`src/rtl/can_destuff_pkg.sv`:
```
package can_destuff_pkg;

    // Number of equal raw bits that forces a complementary stuff bit.
    localparam int RUN_LEN  = 5;
    // Raw window checked per incoming bit: the run plus the candidate.
    localparam int WIN_LEN  = RUN_LEN + 1;
    // Distance past the last data bit where stuffing ends.
    localparam int TAIL_GAP = 17;
    // Width of the saturating fill counter of the raw history.
    localparam int FILL_W   = $clog2(RUN_LEN + 1);

    typedef enum logic [1:0] {
        RAW_NONE  = 2'd0,
        RAW_FRAME = 2'd1,
        RAW_STUFF = 2'd2
    } raw_kind_e;

    typedef struct packed {
        raw_kind_e kind;
        logic      value;
    } raw_event_t;

    // Window bit 0 is the newest raw bit, the top bit the oldest.
    function automatic logic window_is_stuff(input logic [WIN_LEN-1:0] win);
        logic [RUN_LEN-1:0] older;
        older = win[WIN_LEN-1:1];
        return ((older == '0) &&  win[0]) ||
               ((older == '1) && !win[0]);
    endfunction

endpackage

```
`src/rtl/cds_history.sv`:
```
module cds_history
    import can_destuff_pkg::*;
(
    input  logic               clk,
    input  logic               rst,
    input  logic               clear,
    input  logic               shift,
    input  logic               din,
    output logic [RUN_LEN-1:0] prior,
    output logic               primed
);

    localparam logic [FILL_W-1:0] FILL_FULL = FILL_W'(RUN_LEN);

    logic [FILL_W-1:0] fill_q;

    // prior[0] is the most recent raw bit, prior[RUN_LEN-1] the oldest.
    always_ff @(posedge clk) begin
        if (rst || clear) begin
            prior  <= '0;
            fill_q <= '0;
        end else if (shift) begin
            prior <= {prior[RUN_LEN-2:0], din};
            if (fill_q != FILL_FULL) begin
                fill_q <= fill_q + 1'b1;
            end
        end
    end

    // The window is complete only once RUN_LEN real bits precede the candidate.
    assign primed = (fill_q == FILL_FULL);

endmodule

```
`src/rtl/cds_tail_guard.sv`:
```
module cds_tail_guard
    import can_destuff_pkg::*;
#(
    parameter int IDX_W = 10
) (
    input  logic             clk,
    input  logic             rst,
    input  logic             clear,
    input  logic             load,
    input  logic [IDX_W-1:0] load_idx,
    input  logic [IDX_W-1:0] cand_idx,
    output logic             stuff_en
);

    localparam int               CMP_W    = IDX_W + 2;
    localparam logic [IDX_W-1:0] SENTINEL = '1;

    logic [IDX_W-1:0] limit_q;
    logic [CMP_W-1:0] cand_w;
    logic [CMP_W-1:0] stop_w;

    always_ff @(posedge clk) begin
        if (rst || clear) begin
            limit_q <= SENTINEL;
        end else if (load) begin
            limit_q <= load_idx;
        end
    end

    // Widened compare so the sentinel plus the gap cannot wrap.
    assign cand_w   = CMP_W'(cand_idx);
    assign stop_w   = CMP_W'(limit_q) + CMP_W'(TAIL_GAP);
    assign stuff_en = (cand_w < stop_w);

endmodule

```
`src/rtl/cds_emit.sv`:
```
module cds_emit
    import can_destuff_pkg::*;
#(
    parameter int IDX_W = 10
) (
    input  logic             clk,
    input  logic             rst,
    input  logic             clear,
    input  raw_event_t       ev,
    output logic             frame_valid,
    output logic             frame_bit,
    output logic [IDX_W-1:0] frame_index,
    output logic             stuff_flag,
    output logic             raw_tick,
    output logic [IDX_W-1:0] next_idx
);

    always_ff @(posedge clk) begin
        if (rst || clear) begin
            frame_valid <= 1'b0;
            frame_bit   <= 1'b0;
            frame_index <= '0;
            stuff_flag  <= 1'b0;
            raw_tick    <= 1'b0;
            next_idx    <= '0;
        end else begin
            raw_tick    <= (ev.kind != RAW_NONE);
            frame_valid <= (ev.kind == RAW_FRAME);
            stuff_flag  <= (ev.kind == RAW_STUFF);
            if (ev.kind == RAW_FRAME) begin
                frame_bit   <= ev.value;
                frame_index <= next_idx;
                next_idx    <= next_idx + 1'b1;
            end
        end
    end

endmodule

```
`src/rtl/can_destuff.sv`:
```
module can_destuff
    import can_destuff_pkg::*;
#(
    parameter int IDX_W = 10
) (
    input  logic             clk,
    input  logic             rst,
    input  logic             raw_valid,
    input  logic             raw_bit,
    input  logic             frame_done,
    input  logic             tail_load,
    input  logic [IDX_W-1:0] tail_idx,
    output logic             frame_valid,
    output logic             frame_bit,
    output logic [IDX_W-1:0] frame_index,
    output logic             stuff_flag,
    output logic             raw_tick
);

    logic               accept;
    logic               primed;
    logic               stuff_en;
    logic               stuff_hit;
    logic [RUN_LEN-1:0] prior;
    logic [IDX_W-1:0]   next_idx;
    raw_event_t         ev;

    // frame_done wins over a raw bit or a tail load in the same cycle.
    assign accept = raw_valid && !frame_done;

    cds_history u_hist (
        .clk    (clk),
        .rst    (rst),
        .clear  (frame_done),
        .shift  (accept),
        .din    (raw_bit),
        .prior  (prior),
        .primed (primed)
    );

    cds_tail_guard #(.IDX_W(IDX_W)) u_guard (
        .clk      (clk),
        .rst      (rst),
        .clear    (frame_done),
        .load     (tail_load && !frame_done),
        .load_idx (tail_idx),
        .cand_idx (next_idx),
        .stuff_en (stuff_en)
    );

    assign stuff_hit = primed && stuff_en && window_is_stuff({prior, raw_bit});

    always_comb begin
        ev.value = raw_bit;
        if (!accept) begin
            ev.kind = RAW_NONE;
        end else if (stuff_hit) begin
            ev.kind = RAW_STUFF;
        end else begin
            ev.kind = RAW_FRAME;
        end
    end

    cds_emit #(.IDX_W(IDX_W)) u_emit (
        .clk         (clk),
        .rst         (rst),
        .clear       (frame_done),
        .ev          (ev),
        .frame_valid (frame_valid),
        .frame_bit   (frame_bit),
        .frame_index (frame_index),
        .stuff_flag  (stuff_flag),
        .raw_tick    (raw_tick),
        .next_idx    (next_idx)
    );

endmodule

```
`config.mk`:
```
export PLATFORM = sky130hd
export DESIGN_NAME = can_destuff
export DESIGN_NICKNAME = d
export VERILOG_FILES = /design/src/rtl/can_destuff_pkg.sv /design/src/rtl/cds_history.sv /design/src/rtl/cds_tail_guard.sv /design/src/rtl/cds_emit.sv /design/src/rtl/can_destuff.sv
export SDC_FILE = /design/constraint.sdc
export NUM_CORES = 1
export LEC_CHECK = 0
export ABC_AREA = 1
export BUFFER_PORTS_ARGS = -buffer_cell sky130_fd_sc_hd__buf_2
export CAP_MARGIN = 20
export CELL_PAD_IN_SITES_DETAIL_PLACEMENT = 0
export CELL_PAD_IN_SITES_GLOBAL_PLACEMENT = 1
export CORE_ASPECT_RATIO = 0.75
export CORE_MARGIN = 2
export CORE_UTILIZATION = 42
export CTS_BUF_LIST = sky130_fd_sc_hd__clkbuf_8
export CTS_CLUSTER_SIZE = 16
export DETAILED_ROUTE_END_ITERATION = 7
export HOLD_SLACK_MARGIN = 0.1
export PLACE_DENSITY = 0.79
export SLEW_MARGIN = 20
export SYNTH_ARGS = -nofsm -noshare
export SYNTH_HDL_FRONTEND = slang
export SYNTH_SLANG_ARGS = --single-unit
```
`constraint.sdc`:
```
create_clock -name clk -period 2.8 [get_ports clk]
set_input_delay 0 -clock clk [delete_from_list [all_inputs] [get_ports clk]]
set_output_delay 0 -clock clk [all_outputs]
set_load 0.02 [all_outputs]
```
Yosys cells after proc, flatten, opt, wreduce, memory -nomap -nowiden
Index checks and enable logic that the tools add are counted.

Bitwise operators: 0. $mul: 0. Reductions and logical operators: 13. Divide/modulo/power cells: 0. $add $sub $neg: 3. Equal/unequal tests: 5. Muxes and demuxes: 2. Magnitude comparators: 1. Shifts and indexed selects: 0.

Operator list (count): $lt 10x12->1 (1); $add 10x5->11 const B (1); $add 10x1->10 const B (1); $logic_and 1x1->1 (6); $eq 5x5->1 const B (1); $logic_not 5->1 (1); $mux 2 (2); $add 3x1->3 const B (1); $eq 3x3->1 const B (1); $ne 3x3->1 const B (1); $eq 2x1->1 const B (1); $eq 2x2->1 const B (1); $logic_not 1->1 (2); $logic_or 1x1->1 (2); $reduce_and 2->1 (1); $reduce_bool 2->1 (1).

Word-level logic and storage cells: 33. Bits of input ports: 16. Register bits after elaboration: 42. Memory bits (read-only): 0. Memories: 0. Output and inout port bits: 14. Memory bits (writable): 0. Latch bits: 0.

Depth between registers and ports, before layout
Gate-level depths: netlist of run 1.

Word-level depth: 7. Mapped depth: 19.

By module
A second synthesis of run 1 with hierarchy kept.

Cells, all modules: 311. Area total of the unflattened synthesis: 2193.4 sq um.

By module, submodules not included: cds_emit (area each 960.9 sq um, cells each 126, sequential area each 480.5 sq um, times used 1); cds_tail_guard (area each 790.8 sq um, cells each 114, sequential area each 200.2 sq um, times used 1); cds_history (area each 349.1 sq um, cells each 48, sequential area each 160.2 sq um, times used 1); can_destuff (area each 92.6 sq um, cells each 23, sequential area each 0.0 sq um, times used 1).

Worst setup path after synthesis of run 1
Ideal clock, no wire load.

Path type: flip-flop to flip-flop. Start: register u_guard.limit_q[2]. End: register u_emit.next_idx[2]. Period minus slack after synthesis: 2.289 ns. Setup slack: 0.511 ns. Required time: 2.685 ns. Library setup time: 0.115 ns. Path buffers: 2. Arrival: 2.174 ns. Cell stages (with the launch flop): 18. Cells stage by stage: dfxtp_1 > nand3_1 > o21ai_0 > nand3_1 > xor2_1 > ha_1 > nand2_1 > inv_1 > nand2_1 > nand2_1 > nand2_1 > nand2_1 > nand2_1 > nand3_2 > buf_6 > buf_6 > a21oi_1 > nor2_1.

Word-level cells in the longest chain between the ends: 7.

RTL lines: start: declaration (RTL line cds_tail_guard.sv:18) `logic [IDX_W-1:0] limit_q;`; start signal: assignment (RTL line cds_tail_guard.sv:26) `limit_q <= load_idx;`; $add 10x5->11 (RTL line cds_tail_guard.sv:32) `assign stop_w = CMP_W'(limit_q) + CMP_W'(TAIL_GAP);`; $lt 10x12->1 (RTL line cds_tail_guard.sv:33) `assign stuff_en = (cand_w < stop_w);`; $logic_and 1x1->1 (2 in a row) (RTL line can_destuff.sv:51) `assign stuff_hit = primed && stuff_en && window_is_stuff({prior, raw_bit});`; $mux 2 (RTL line can_destuff.sv:57) `end else if (stuff_hit) begin`; $mux 2 (RTL line can_destuff.sv:55) `if (!accept) begin`; $eq 2x1->1 (RTL line cds_emit.sv:30) `if (ev.kind == RAW_FRAME) begin`; end signal: assignment (RTL line cds_emit.sv:33) `next_idx <= next_idx + 1'b1;`; end: declaration (RTL line cds_emit.sv:15) `output logic [IDX_W-1:0] next_idx`.

No other way between the ends. A chain may end at the register's enable or synchronous reset.

Worst setup path after layout of run 1
Start: register u_guard.limit_q[0]. End: register u_emit.next_idx[1].

Same word-level chain as after synthesis.

==> impl_metrics.tcl, run 1 <==
set metrics [dict create \
    status "complete, no violations" \
    final_cell_mix "nand2_1 (68), nor2_1 (45), dfxtp_1 (42), inv_1 (31), nand3_1 (31)" \
    drv_cap 0 \
    dpl.cell_count 379 \
    diodes 0 \
    combPwrFrac 0.138 \
    synth_area_per_cell_um2 7.097 \
    cts_sinks 42 \
    power_switching_w 0.0003148 \
    max_freq_ghz 0.3969 \
    start_util 0.4336 \
    cts.htree.levels 2 \
    muxShareOfSynthArea 0 \
    seq_area_frac_synth 0.4002 \
    crit_type "reg2reg" \
    post-route-min-period_ns 2.519 \
    synthAdderAreaFrac 0.07743 \
    ys_types 22 \
    hpwl_um 3173 \
    drt_iter0_drc 56 \
    cts_buffers 5 \
    final_common_cell "nand2_1" \
    met2_usage 0.2490 \
    drive_gt1_frac 0.1311 \
    vdd_drop_max_mv 0.3102 \
    io_pins 30 \
    drtAntennaViolNets 0 \
    final-hold-violation-count 0 \
    final-setup-viol-count 0 \
    instances_no_fill 411 \
    synth_compound_area_frac 0.07981 \
    row_count 22 \
    clkPwrFrac 0.366 \
    worstMarginPinSlew_ns 0.6558 \
    drc 0 \
    num-fill-cells 488 \
    fp.dieH_um 65.25 \
    fin_nets 379 \
    cellPowerDensity_mw_per_mm2 479.5 \
    yosys.area_share.simple 0.3270 \
    cts_buffer_depth 2 \
    rsz0062_at_grt "no" \
    via_per_inst 4.769 \
    required_ns 2.99 \
    die_w_um 85.67 \
    grt.overflow.total 0 \
    grt_util_met3 0.04146 \
    hold_class "in2reg" \
    routed_wl_um 4476 \
    pwr-share-seq 0.496 \
    yosys.area.top_type_share 0.4002 \
    p_int_w 0.0009535 \
    synthesis.instances 296 \
    synth.area.top_cells "dfxtp_1 (40%), nand2_1 (12%), nor2_1 (8.2%)" \
    synth_nets 325 \
    yosys.area.top_type "dfxtp_1" \
    numPortBuffers 29 \
    areaGrowthSynthToFinish_pct 25.91 \
    via_count 1960 \
    core_mm2 0.004845 \
    critPathCaptureType "register" \
    yosys_warnings 0 \
    synth_top_family_by_area "simple AND/OR/NAND/NOR gates" \
    antenna_found_initial 0 \
    cp.arrival_ns 2.71 \
    clkTransAtPathRegs_ns 0.08 \
    p_leak_nw 1.209 \
    slew_violations 0 \
    synth-xor-area-share 0.03335 \
    critPathMaxFanout 6 \
    crit_path_start_kind "register" \
    fin_skew_ns 0.004279 \
    sw_frac_of_total 0.2482 \
    synth_seq_cells 42 \
    dr.pass1.iters 4 \
    insertion_delay_ns 0.29 \
    grt_first_pass_wirelength_um 7300 \
    max_slew_margin 0.5623 \
    syn_area_mm2 0.002101 \
    grt-busiest-layer "met2" \
    dieArea_mm2 0.005590 \
    cts_root_buf "clkbuf_8" \
    fin_tns_setup_ns 0 \
    cts_tree "done" \
    grt_start_max_net_pins 24 \
    grtUsageMet1 0.2329 \
    post-route-period-util 0.8998 \
    grt_pass1_vias 1642 \
    gp_congestion 0.8459 \
    wl_per_cell_um 10.89 \
    gr-usage-all-layers 0.1648 \
]
final cells by class:
| cell class | count | area, um^2 | share of cell area |
|---|---|---|---|
| multi-input cells | 213 | 1094 | 0.4134 |
| repair buffers | 55 | 397.9 | 0.1504 |
| flip-flops and latches | 42 | 840.8 | 0.3179 |
| well taps | 60 | 75.07 | 0.02838 |
| clock buffers | 5 | 68.82 | 0.02602 |
| inverters | 32 | 123.9 | 0.04683 |
| repair inverters | 1 | 7.507 | 0.002838 |
| clock inverters | 3 | 37.54 | 0.01419 |
what timing repair did:
action	CTS	global route
resized for setup	0	4
setup endpoints to repair	0	20
endpoints found under the hold margin	17	0
setup buffers	0	0
hold buffers	23	0
worst paths after layout:
| path | cells after the start | start | slack (ns) | to |
|---|---|---|---|---|
| max | 18 | u_guard.limit_q[0] | 0.28 | u_emit.next_idx[1] |
| min | 4 | frame_done | 0.12 | u_emit.raw_tick |
| max reg2reg | 18 | u_guard.limit_q[0] | 0.28 | u_emit.next_idx[1] |
| min reg2reg | 2 | u_hist.fill_q[2] | 0.46 | u_hist.fill_q[2] |
synth_stat cells, drive strengths merged:
cell and n:
dfxtp 42, nand3 33, nor3 3, clkinv 2, nor4 2, o21ai 10
or2 1, xnor2 3, xor2 5, buf 6, nor2 46, clkbuf 3
o211ai 3, inv 30, ha 13, nand3b 5, nand2 70, a21oi 19
sequential cells by signal (all words and copies together), names as in the netlist:
signal              cells
u_emit.next_idx        10
u_guard.limit_q        10
u_emit.stuff_flag       1
u_emit.frame_valid      1
u_hist.prior            5
u_hist.fill_q           3
u_emit.frame_bit        1
u_emit.raw_tick         1
u_emit.frame_index     10
power by group through the flow:
stage	combinational, W	sequential (W)	clock [W]
finish	0.000175	0.000629	0.000464
global route	0.000198	0.000631	0.000510
CTS	0.000174	0.000629	0.000477
detailed placement	0.000150	0.000643	0
global placement	0.000151	0.000642	0
floorplan	0.000104	0.000647	0
stage by stage:
stage          cell area, um^2  total power [W]  utilization  hold WS, ns  setup slack (ns)
2_1_floorplan             2101        0.0007509            -      0.07861            0.5109
3_3_place_gp              2293        0.0007931       0.4734       0.1965            0.2297
3_5_place_dp              2293        0.0007929       0.4734       0.2026            0.1375
4_1_cts                   2630         0.001279       0.5429       0.1138            0.1165
5_1_grt                   2645         0.001339       0.5460       0.1485           0.03241
6_report                  2645         0.001268       0.5460       0.1159            0.2806
logic make-up after synthesis:
kind of cell / after synthesis
compound gates: 32
xor+xnor: 8
fa+ha+maj: 13
buf+inv: 41
flops: 42
simple gates: 160
layer usage:
layer / wire [um] / part of all wire
met1: 2392 / 0.53
met2: 1869 / 0.42
met3: 172 / 0.038
met4: 41 / 0.0092
met5: 0 / 0
worst max-delay path, cell delays in order, from the launching register on:
cell	delay, ns
dfxtp_1	0.38
ha_1	0.20
nand3_1	0.14
nand2_1	0.11
nand2_1	0.08
xor2_1	0.16
ha_1	0.27
nand2_1	0.09
inv_1	0.04
nand2_1	0.05
nand2_1	0.06
nand2_1	0.06
nand2_1	0.04
nand2_1	0.07
nand3_2	0.09
nand2_1	0.20
clkinvlp_4	0.22
nor2_1	0.12
nor2_1	0.05
Power figures use the tool's default switching activity.
==> run 2: changes to the inputs <==
ABC_AREA = 0   (was 1)
CORE_ASPECT_RATIO = default   (was 0.75)
CORE_UTILIZATION = 44   (was 42)
==> impl_metrics.tcl, run 2 <==
set metrics [dict create \
    rrSetupSlack_ns 0.03 \
    drtAntennaViolNets 0 \
    post-route-min-period_ns 2.774 \
    synth_seq_cells 42 \
    required_ns 3.02 \
    p_leak_nw 1.100 \
    numPortBuffers 29 \
    p_total_w 0.001224 \
    ff2ff_path_depth 11 \
    syn_area_mm2 0.002021 \
    final-setup-viol-count 0 \
    synth.area.top_cells "dfxtp_1 (42%), ha_1 (8.0%), mux2i_1 (6.9%)" \
    rsz0062_at_grt "yes" \
    dieArea_mm2 0.005150 \
    grt_pass1_vias 1748 \
    synth_area_per_cell_um2 8.941 \
    final_common_cell "dfxtp_1" \
    routed_wl_um 4498 \
    fin_skew_ns 0.007885 \
    status "complete, no violations" \
    yosys_warnings 0 \
    grt_first_pass_wirelength_um 7452 \
    cp.arrival_ns 2.99 \
    gp_congestion 0.7546 \
    hold_ws_ns 0.1135 \
    yosysMostFrequentCell "dfxtp_1" \
    gr-usage-all-layers 0.1783 \
    row_count 24 \
    antenna_found_initial 0 \
    yosys.area.top_type_share 0.4161 \
    yosys.area.top_type "dfxtp_1" \
    via_count 1811 \
    reg_top3 "u_emit.frame_index (10), u_emit.next_idx (10), u_guard.limit_q (10)" \
    post-route-period-util 0.9907 \
    areaGrowthSynthToFinish_pct 30.59 \
    clkTransAtPathRegs_ns 0.08 \
    cellPowerDensity_mw_per_mm2 463.8 \
    drc 0 \
    die_w_um 71.77 \
    cts_buffer_depth 2 \
    synth_ff_type "dfxtp_1" \
    cts_root_buf "clkbuf_8" \
    wl_per_cell_um 13.59 \
    worst_r2r_endpoint "u_emit.next_idx[7]" \
    diodes 0 \
    insertion_delay_ns 0.30 \
    final_cell_mix "dfxtp_1 (38), nand2_1 (30), buf_2 (29), nand3_1 (15), mux2i_1 (14)" \
    max_slew_margin 0.3413 \
    final-hold-violation-count 0 \
    core_mm2 0.004384 \
    vdd_drop_max_mv 0.3209 \
    cts_sinks 42 \
    fin_nets 307 \
    drt_iter0_drc 57 \
    io_pins 30 \
    start_util 0.4609 \
    max_freq_ghz 0.3605 \
    critPathCaptureType "register" \
    crit_path_start_kind "register" \
    ys_top_cells_by_count "dfxtp_1 (42), nand2_1 (30), nand3_1 (15), nor2_1 (15), o21ai_0 (15)" \
    dr.pass1.iters 4 \
    cts_buffers 5 \
    slew_violations 0 \
    critPathMaxFanout 6 \
    drive_gt1_frac 0.2688 \
    cts_tree "done" \
    ys_types 41 \
    cts.htree.levels 2 \
    hold_class "in2reg" \
    grt.overflow.total 0 \
    hold_path.startpoint "raw_valid" \
    worstMarginPinSlew_ns 0.9870 \
    synthesis.instances 226 \
    hold_depth 2 \
    synth_nets 255 \
    seq_area_frac_synth 0.4161 \
    drv_cap 0 \
    hpwl_um 2930 \
    grt_start_max_net_pins 27 \
    synth-edff-count 0 \
    crit_type "reg2reg" \
    async_reset_ff_frac 0 \
    rr_startpoint "u_guard.limit_q[0]" \
    fp.dieH_um 71.77 \
    via_per_inst 5.471 \
    num-fill-cells 394 \
    min_to "u_hist.fill_q[1]" \
]
-- run 2: changes by cell type after synthesis, moves of 5 or more --
cell      before  now
a21oi_1       19   12
inv_1         30    4
mux2i_1        0   14
nand2_1       68   30
nand3_1       31   15
nand3b_1       5    0
nand4_1        0    5
nor2_1        46   15
o21ai_0       10   15
-- run 2: cells by family (layout without fill, tap and decap cells) --
group,Yosys count,in the layout,synth area share
AO/OA/AOI/OAI,46,46,0.1455
XOR/XNOR,11,11,0.04768
adder cells (fa/ha/maj),13,13,0.08050
buffers and inverters,15,68,0.03343
flip-flops,42,42,0.4161
multiplexers,14,14,0.06935
AND/OR/NAND/NOR,85,85,0.2074
-- run 2: through the flow --
step,util,setup TNS [ns],cell area (um^2),setup slack (ns),std cells
6_report,0.6019,0,2639,0.02604,331
5_1_grt,0.6019,-0.4846,2639,-0.1151,331
4_1_cts,0.5745,0,2519,0.00005418,329
3_5_place_dp,0.5111,-0.04219,2241,-0.01557,303
3_3_place_gp,0.5111,0,2241,0.06800,303
2_1_floorplan,-,0,2024,0.03939,226
-- run 2: worst max-delay path by stage --
| stage | startpoint | to | slack [ns] | cells after the start |
|---|---|---|---|---|
| 2_1_floorplan | u_guard.limit_q[0] | u_emit.next_idx[7] | 0.04 | 12 |
| 3_3_place_gp | u_guard.limit_q[0] | u_emit.next_idx[8] | 0.07 | 11 |
| 3_5_place_dp | u_guard.limit_q[0] | u_emit.next_idx[8] | -0.02 | 11 |
| 4_1_cts | u_guard.limit_q[1] | u_emit.next_idx[7] | 0.00005 | 11 |
| 5_1_grt | u_guard.limit_q[1] | u_emit.next_idx[7] | -0.12 | 11 |
| 6_report | u_guard.limit_q[0] | u_emit.next_idx[7] | 0.03 | 11 |
-- run 2: power breakdown --
| part | switching, W | internal (W) | total (W) |
|---|---|---|---|
| sequential | 0.00000981 | 0.000603 | 0.000613 |
| clock | 0.000209 | 0.000260 | 0.000468 |
| combinational | 0.0000701 | 0.0000725 | 0.000143 |
| total | 0.000289 | 0.000935 | 0.00122 |
-- run 2: layer usage --
metal | vias to the layer above | wire length (um) | GRT usage
met4 | 0 | 36 | 0.03774
met3 | 5 | 154 | 0.04360
met2 | 28 | 2192 | 0.3056
met1 | 856 | 2115 | 0.2283
met5 | - | 0 | 0
li1 | 922 | - | -
-- run 2: area by class of cell --
class	instances	area, um^2	area share
Multi-Input combinational cell	169	1205	0.4566
Sequential cell	42	855.8	0.3243
Inverter	4	15.01	0.005690
Timing Repair Buffer	56	391.6	0.1484
Tap cell	52	65.06	0.02466
Clock inverter	3	37.54	0.01422
Clock buffer	5	68.82	0.02608
-- run 2: worst max-delay path: stages, from the launching register on --
cell	delay, ns
dfxtp_4	0.37
ha_4	0.16
and3_4	0.19
o21ai_4	0.13
xor2_1	0.08
ha_1	0.32
and4_4	0.23
o311ai_2	0.09
a31o_2	0.29
and2_4	0.17
or4_4	0.52
a21oi_2	0.15
-- run 2: repair_timing --
item	4_1_cts	5_1_grt
pin swaps	4	8
hold buffers	13	0
endpoints found under the hold margin	14	0
buffers inserted	5	2
endpoints found under the setup margin	4	22
resized for setup	2	27
